===== config.mk =====
export PLATFORM = sky130hd
export DESIGN_NAME = evpend_unit
export DESIGN_NICKNAME = d
export VERILOG_FILES = /design/src/rtl/evpend_pkg.sv /design/src/rtl/evpend_flag_bank.sv /design/src/rtl/evpend_prio_pick.sv /design/src/rtl/evpend_id_ctrl.sv /design/src/rtl/evpend_unit.sv
export SDC_FILE = /design/constraint.sdc
export NUM_CORES = 1
export LEC_CHECK = 0
export BUFFER_PORTS_ARGS = -buffer_cell sky130_fd_sc_hd__buf_2
export CAP_MARGIN = 10
export CORE_AREA = 2 2 98 100
export DETAILED_ROUTE_END_ITERATION = 7
export DIE_AREA = 0 0 100 102
export GPL_TIMING_DRIVEN = 0
export PLACE_DENSITY = 0.84
export SYNTH_ARGS = -nofsm -noshare
export SYNTH_HDL_FRONTEND = slang
export SYNTH_HIERARCHICAL = 1
export SYNTH_SLANG_ARGS = --single-unit

===== constraint.sdc =====
create_clock -name clk -period 3.46 [get_ports clk]
set_input_delay 0.346 -clock clk [delete_from_list [all_inputs] [get_ports clk]]
set_output_delay 0.346 -clock clk [all_outputs]
set_load 0.005 [all_outputs]

===== src/rtl/evpend_pkg.sv =====
// Shared constants for the pending unit: field positions of the 16-bit pending
// register. Software decodes these positions, so they are fixed here.
package evpend_pkg;
    localparam int REG_W    = 16;
    localparam int ID_W     = 4;
    localparam int BIT_BUSY = 15;
    localparam int BIT_RDY  = 14;
    localparam int BIT_EVD  = 9;
    localparam int BIT_OVR  = 8;
endpackage


===== src/rtl/evpend_flag_bank.sv =====
// Per-channel flag storage. For every channel it keeps an event flag and an
// overrun flag, and it reduces the per-user ready and handled levels.
// Assumes the inputs are synchronous to clk. A set beats a clear in the same cycle.
module evpend_flag_bank #(
    parameter int NCH  = 16,
    parameter int NUSR = 4
) (
    input  logic                 clk,
    input  logic                 rst_n,
    input  logic [NCH-1:0]       ev_pulse,
    input  logic [NCH-1:0]       async_mode,
    input  logic [NCH*NUSR-1:0]  usr_ready,
    input  logic [NCH*NUSR-1:0]  usr_handled,
    input  logic [NCH-1:0]       clr_evd,
    input  logic [NCH-1:0]       clr_ovr,
    output logic [NCH-1:0]       evd_q,
    output logic [NCH-1:0]       ovr_q,
    output logic [NCH-1:0]       evd_set,
    output logic [NCH-1:0]       ovr_set,
    output logic [NCH-1:0]       all_ready,
    output logic [NCH-1:0]       all_handled
);
    for (genvar c = 0; c < NCH; c++) begin : g_ch
        // Reduce this channel's user levels and decide the set conditions.
        always_comb begin
            all_ready[c]   = &usr_ready[c*NUSR +: NUSR];
            all_handled[c] = &usr_handled[c*NUSR +: NUSR];
            evd_set[c]     = ev_pulse[c] & ~async_mode[c];
            ovr_set[c]     = evd_set[c] & ~(all_ready[c] & all_handled[c]);
        end

        // Flag registers: a set has priority over a clear.
        always_ff @(posedge clk) begin
            if (!rst_n) begin
                evd_q[c] <= 1'b0;
                ovr_q[c] <= 1'b0;
            end else begin
                evd_q[c] <= evd_set[c] | (evd_q[c] & ~clr_evd[c]);
                ovr_q[c] <= ovr_set[c] | (ovr_q[c] & ~clr_ovr[c]);
            end
        end
    end
endmodule


===== src/rtl/evpend_prio_pick.sv =====
// Fixed-priority picker: the lowest channel number wins. The index is 0 when
// nothing is pending. Assumes NCH <= 2**ID_W.
module evpend_prio_pick
    import evpend_pkg::*;
#(
    parameter int NCH = 16
) (
    input  logic [NCH-1:0]  pend,
    output logic            any,
    output logic [ID_W-1:0] idx
);
    // Scan from the top so that the lowest set channel is the last one assigned.
    always_comb begin
        any = |pend;
        idx = '0;
        for (int c = NCH - 1; c >= 0; c--) begin
            if (pend[c]) idx = ID_W'(c);
        end
    end
endmodule


===== src/rtl/evpend_id_ctrl.sv =====
// Channel selection for the pending register. A write with both clear bits at 0
// holds the written channel. A write with any clear bit at 1 releases the hold,
// and so does a new enabled set on a lower-numbered channel.
// While the selection is free, the picker result is shown.
module evpend_id_ctrl
    import evpend_pkg::*;
#(
    parameter int NCH = 16
) (
    input  logic            clk,
    input  logic            rst_n,
    input  logic            wr_en,
    input  logic            wr_clr,
    input  logic [ID_W-1:0] wr_id,
    input  logic [NCH-1:0]  set_en,
    input  logic [ID_W-1:0] winner,
    output logic [ID_W-1:0] id_sel,
    output logic            locked
);
    logic [ID_W-1:0] id_q;
    logic            new_hi;

    // Detect an enabled set on a channel numbered below the held one.
    always_comb begin
        new_hi = 1'b0;
        for (int c = 0; c < NCH; c++) begin
            if (set_en[c] && (ID_W'(c) < id_q)) new_hi = 1'b1;
        end
    end

    // Hold state: a write takes priority over release by a new set.
    always_ff @(posedge clk) begin
        if (!rst_n) begin
            locked <= 1'b0;
            id_q   <= '0;
        end else if (wr_en) begin
            locked <= ~wr_clr;
            if (!wr_clr) id_q <= wr_id;
        end else if (locked && new_hi) begin
            locked <= 1'b0;
        end
    end

    // Displayed channel: the held channel while locked, otherwise the picker result.
    always_comb id_sel = locked ? id_q : winner;
endmodule


===== src/rtl/evpend_unit.sv =====
// Top of the pending unit. It joins the flag bank, the picker and the selection
// control, and it builds the 16-bit pending register read value.
// Assumes NCH <= 16 and that wr_id names an existing channel.
module evpend_unit
    import evpend_pkg::*;
#(
    parameter int NCH  = 16,
    parameter int NUSR = 4
) (
    input  logic                 clk,
    input  logic                 rst_n,
    input  logic [NCH-1:0]       ev_pulse,
    input  logic [NCH-1:0]       async_mode,
    input  logic [NCH*NUSR-1:0]  usr_ready,
    input  logic [NCH*NUSR-1:0]  usr_handled,
    input  logic [NCH-1:0]       en_evd,
    input  logic [NCH-1:0]       en_ovr,
    input  logic                 wr_en,
    input  logic                 wr_clr_evd,
    input  logic                 wr_clr_ovr,
    input  logic [ID_W-1:0]      wr_id,
    output logic [REG_W-1:0]     rd_data,
    output logic                 irq,
    output logic [NCH-1:0]       evd_flags,
    output logic [NCH-1:0]       ovr_flags
);
    logic [NCH-1:0]  clr_evd, clr_ovr;
    logic [NCH-1:0]  evd_set, ovr_set, all_ready, all_handled;
    logic [NCH-1:0]  pend, set_en;
    logic [ID_W-1:0] winner, id_sel;
    logic            any_pend, lock_q;

    // Turn a clear write into a one-hot clear of the addressed channel.
    always_comb begin
        clr_evd = '0;
        clr_ovr = '0;
        for (int c = 0; c < NCH; c++) begin
            if (wr_en && wr_id == ID_W'(c)) begin
                clr_evd[c] = wr_clr_evd;
                clr_ovr[c] = wr_clr_ovr;
            end
        end
    end

    evpend_flag_bank #(.NCH(NCH), .NUSR(NUSR)) bank_i (
        .clk(clk), .rst_n(rst_n), .ev_pulse(ev_pulse), .async_mode(async_mode),
        .usr_ready(usr_ready), .usr_handled(usr_handled),
        .clr_evd(clr_evd), .clr_ovr(clr_ovr),
        .evd_q(evd_flags), .ovr_q(ovr_flags),
        .evd_set(evd_set), .ovr_set(ovr_set),
        .all_ready(all_ready), .all_handled(all_handled)
    );

    // Enabled pending flags, and enabled flags being set in this cycle.
    always_comb begin
        pend   = (evd_flags & en_evd) | (ovr_flags & en_ovr);
        set_en = (evd_set & en_evd) | (ovr_set & en_ovr);
    end

    evpend_prio_pick #(.NCH(NCH)) pick_i (
        .pend(pend), .any(any_pend), .idx(winner)
    );

    evpend_id_ctrl #(.NCH(NCH)) idc_i (
        .clk(clk), .rst_n(rst_n), .wr_en(wr_en),
        .wr_clr(wr_clr_evd | wr_clr_ovr), .wr_id(wr_id),
        .set_en(set_en), .winner(winner), .id_sel(id_sel), .locked(lock_q)
    );

    // Combined request and the read value of the pending register.
    always_comb begin
        irq               = any_pend;
        rd_data           = '0;
        rd_data[BIT_BUSY] = ~all_handled[id_sel];
        rd_data[BIT_RDY]  = all_ready[id_sel];
        rd_data[BIT_EVD]  = evd_flags[id_sel];
        rd_data[BIT_OVR]  = ovr_flags[id_sel];
        rd_data[ID_W-1:0] = id_sel;
    end
endmodule


==> flow_summary.toml <==
[run_status]
status = "complete, no violations"

[pwr]
peakVddDrop_v = 0.000188
leakage_uw = 0.00284
powerDensity_mw_per_mm2 = 280
power_uw = 1430

[route]
wirelength_mm = 13.4
viasPerCell = 5.38
via_count = 4306
ant_nets = 0
drcViolationCount = 0
drt_iter0_drc = 261
wl_per_cell_microns = 16.7
first_pass_iters = 5

[timing]
maxSlewHeadroom_pct = 66.2
post-route-period-util_pct = 97.5
tightest_slew_ps = 503
setup_viol_count_final = 0
fin_crit_ps = 3370
finalHoldWorstSlack_ps = 307
fmax_ghz = 0.296
fin_skew_ps = 9.72
finalMaxSlewViolations = 0
finalSetupTns_ps = 0
grt_setup_unrepaired = "false"
finalHoldViolCount = 0

[clocking]
clock-sinks = 37
clock-root-buffer = "clkbuf_8"
clk_latency_ps = 290
numCtsBuffers = 5
path_clk_slew_ps = 80
clk_path_buf_depth = 2
cts_max_level = 2
cts_tree = "built"

[floorplanning]
die_w_microns = 100
core_area_sq_mm = 0.00911
die_y_microns = 102
io_pins = 250
start_util_pct = 39.8
rows = 35
dieArea_sq_mm = 0.0102

[grt]
grt_max_degree = 12
grt_pass1_wl_mm = 20.1
antenna_found_initial = 0
grt_use_total_pct = 25.0
grt-ovfl-total = 0
grt_pass1_vias = 4132

[run]
cap_violations = 0

[setup_path]
path_max_fanout = 10
crit_family = "compound AO/OA/AOI/OAI gates"
cp.arrival_ps = 3030
cpPeakStageDelay_ps = 540
start_kind = "flip-flop"
path_class = "flip-flop to output pin"
critical_path.n_buffers_inverters = 4
cp_slowest_cell = "mux4_2"
crit_chain = "a22o_1 -> inv_1 -> a21oi_1 -> o311a_1 -> o22ai_1 -> mux2_2 -> buf_8 -> buf_12 -> mux4_2 -> a22oi_2 -> nand3_1 -> buf_2"
crit_required_ps = 3110
crit_path_end_kind = "output pin"

[layout]
final_nets = 891
area_growth_pct = 40.9
insertedDiodeCount = 0
post_route_cells_drive_above_1_share_pct = 47.4
fill_cells = 837

[synth]
avgSynthCellArea_sq_um = 8.34
syn_inst = 435
yosysWarningCount = 6
syn_area_sq_mm = 0.00363

[hold_path]
hp-class = "input port to flip-flop"

[placed_design]
gp_congestion = 0.973
hpwl_mm = 11.3
numPortBuffers = 241
[per-layer routing]
metal  track usage (%)  wire length (microns)  vias to the layer above
li1                  -                      -                     2057
met5                 0                      0                        -
met4              6.95                    317                        0
met2              45.7                   6680                      228
met3              4.72                   1110                       26
met1              30.2                   5280                     1995
[worst register-to-register path, stage by stage (launching register included)]
cell	delay, ps
dfxtp_1	390
a211o_1	300
a2111oi_2	350
nor4b_2	260
a22o_1	160
[sequential cells by signal, indices dropped and copies added (netlist names)]
register,cells
bank_i/evd_q,16
idc_i/locked,1
bank_i/ovr_q,16
idc_i/id_q,4
[area by class of cell]
cell class              instances  area (sq um)  area share, %
multi-input cells             321          2540           49.6
repair buffers                242          1210           23.7
flip-flops and latches         37           742           14.5
inverters                      67           251           4.92
plain buffers                  16           144           2.81
well taps                     111           139           2.72
clock buffers                   7          86.3           1.69
[cells in the final DEF (no fill, tap or decap), types with 4 or more instances in the layout]
| cell type | n |
|---|---|
| o21ai_0 | 4 |
| buf_2 | 241 |
| nand3b_1 | 5 |
| a22o_1 | 32 |
| mux2_2 | 4 |
| nand2b_1 | 37 |
| conb_1 | 8 |
| o21ai_1 | 16 |
| nand2b_4 | 15 |
| dfxtp_1 | 36 |
| nand4_1 | 33 |
| inv_1 | 67 |
| mux4_2 | 4 |
| clkbuf_8 | 6 |
| a21oi_1 | 9 |
| nand2_1 | 16 |
| a21boi_2 | 30 |
| nand3_1 | 12 |
| nor2_1 | 43 |
| buf_4 | 9 |
| mux4_1 | 12 |
| nor2b_1 | 8 |
[where the power goes]
| group | leakage (uW) | switching (uW) | internal, uW | total, uW |
|---|---|---|---|---|
| clock | 0.0000443 | 168 | 159 | 327 |
| combinational | 0.00249 | 300 | 319 | 619 |
| sequential | 0.000306 | 31.6 | 454 | 485 |
| total | 0.00284 | 500 | 931 | 1430 |
[timing repair]
| action | in CTS | in global routing |
|---|---|---|
| hold buffers | 0 | 0 |
| gates cloned | 0 | 0 |
| setup buffers | 0 | 1 |
| gates resized for setup | 0 | 6 |
| pin swaps | 0 | 1 |
| setup endpoints to repair | 3 | 4 |
[metrics by stage]
stage	utilization [%]	instances	instance area (sq um)	setup WS, ps
6_report	56.1	801	5110	86.6
5_1_grt	56.1	801	5110	1.75
4_1_cts	55.8	800	5080	19.5
3_5_place_dp	54.9	794	5000	78.8
3_3_place_gp	54.9	794	5000	98.9
2_1_floorplan	-	442	3650	812
[path summary, 6_finish.rpt]
check                   startpoint                to  slack, ps  cells past startpoint
hold / removal         ev_pulse[6]   bank_i/evd_q[6]        310                      3
setup reg to reg     idc_i/id_q[0]      idc_i/locked       1960                      4
setup / recovery  bank_i/ovr_q[14]        rd_data[8]         90                     12
hold reg to reg   bank_i/evd_q[11]  bank_i/evd_q[11]        520                      2
Power figures use the tool's default switching activity.
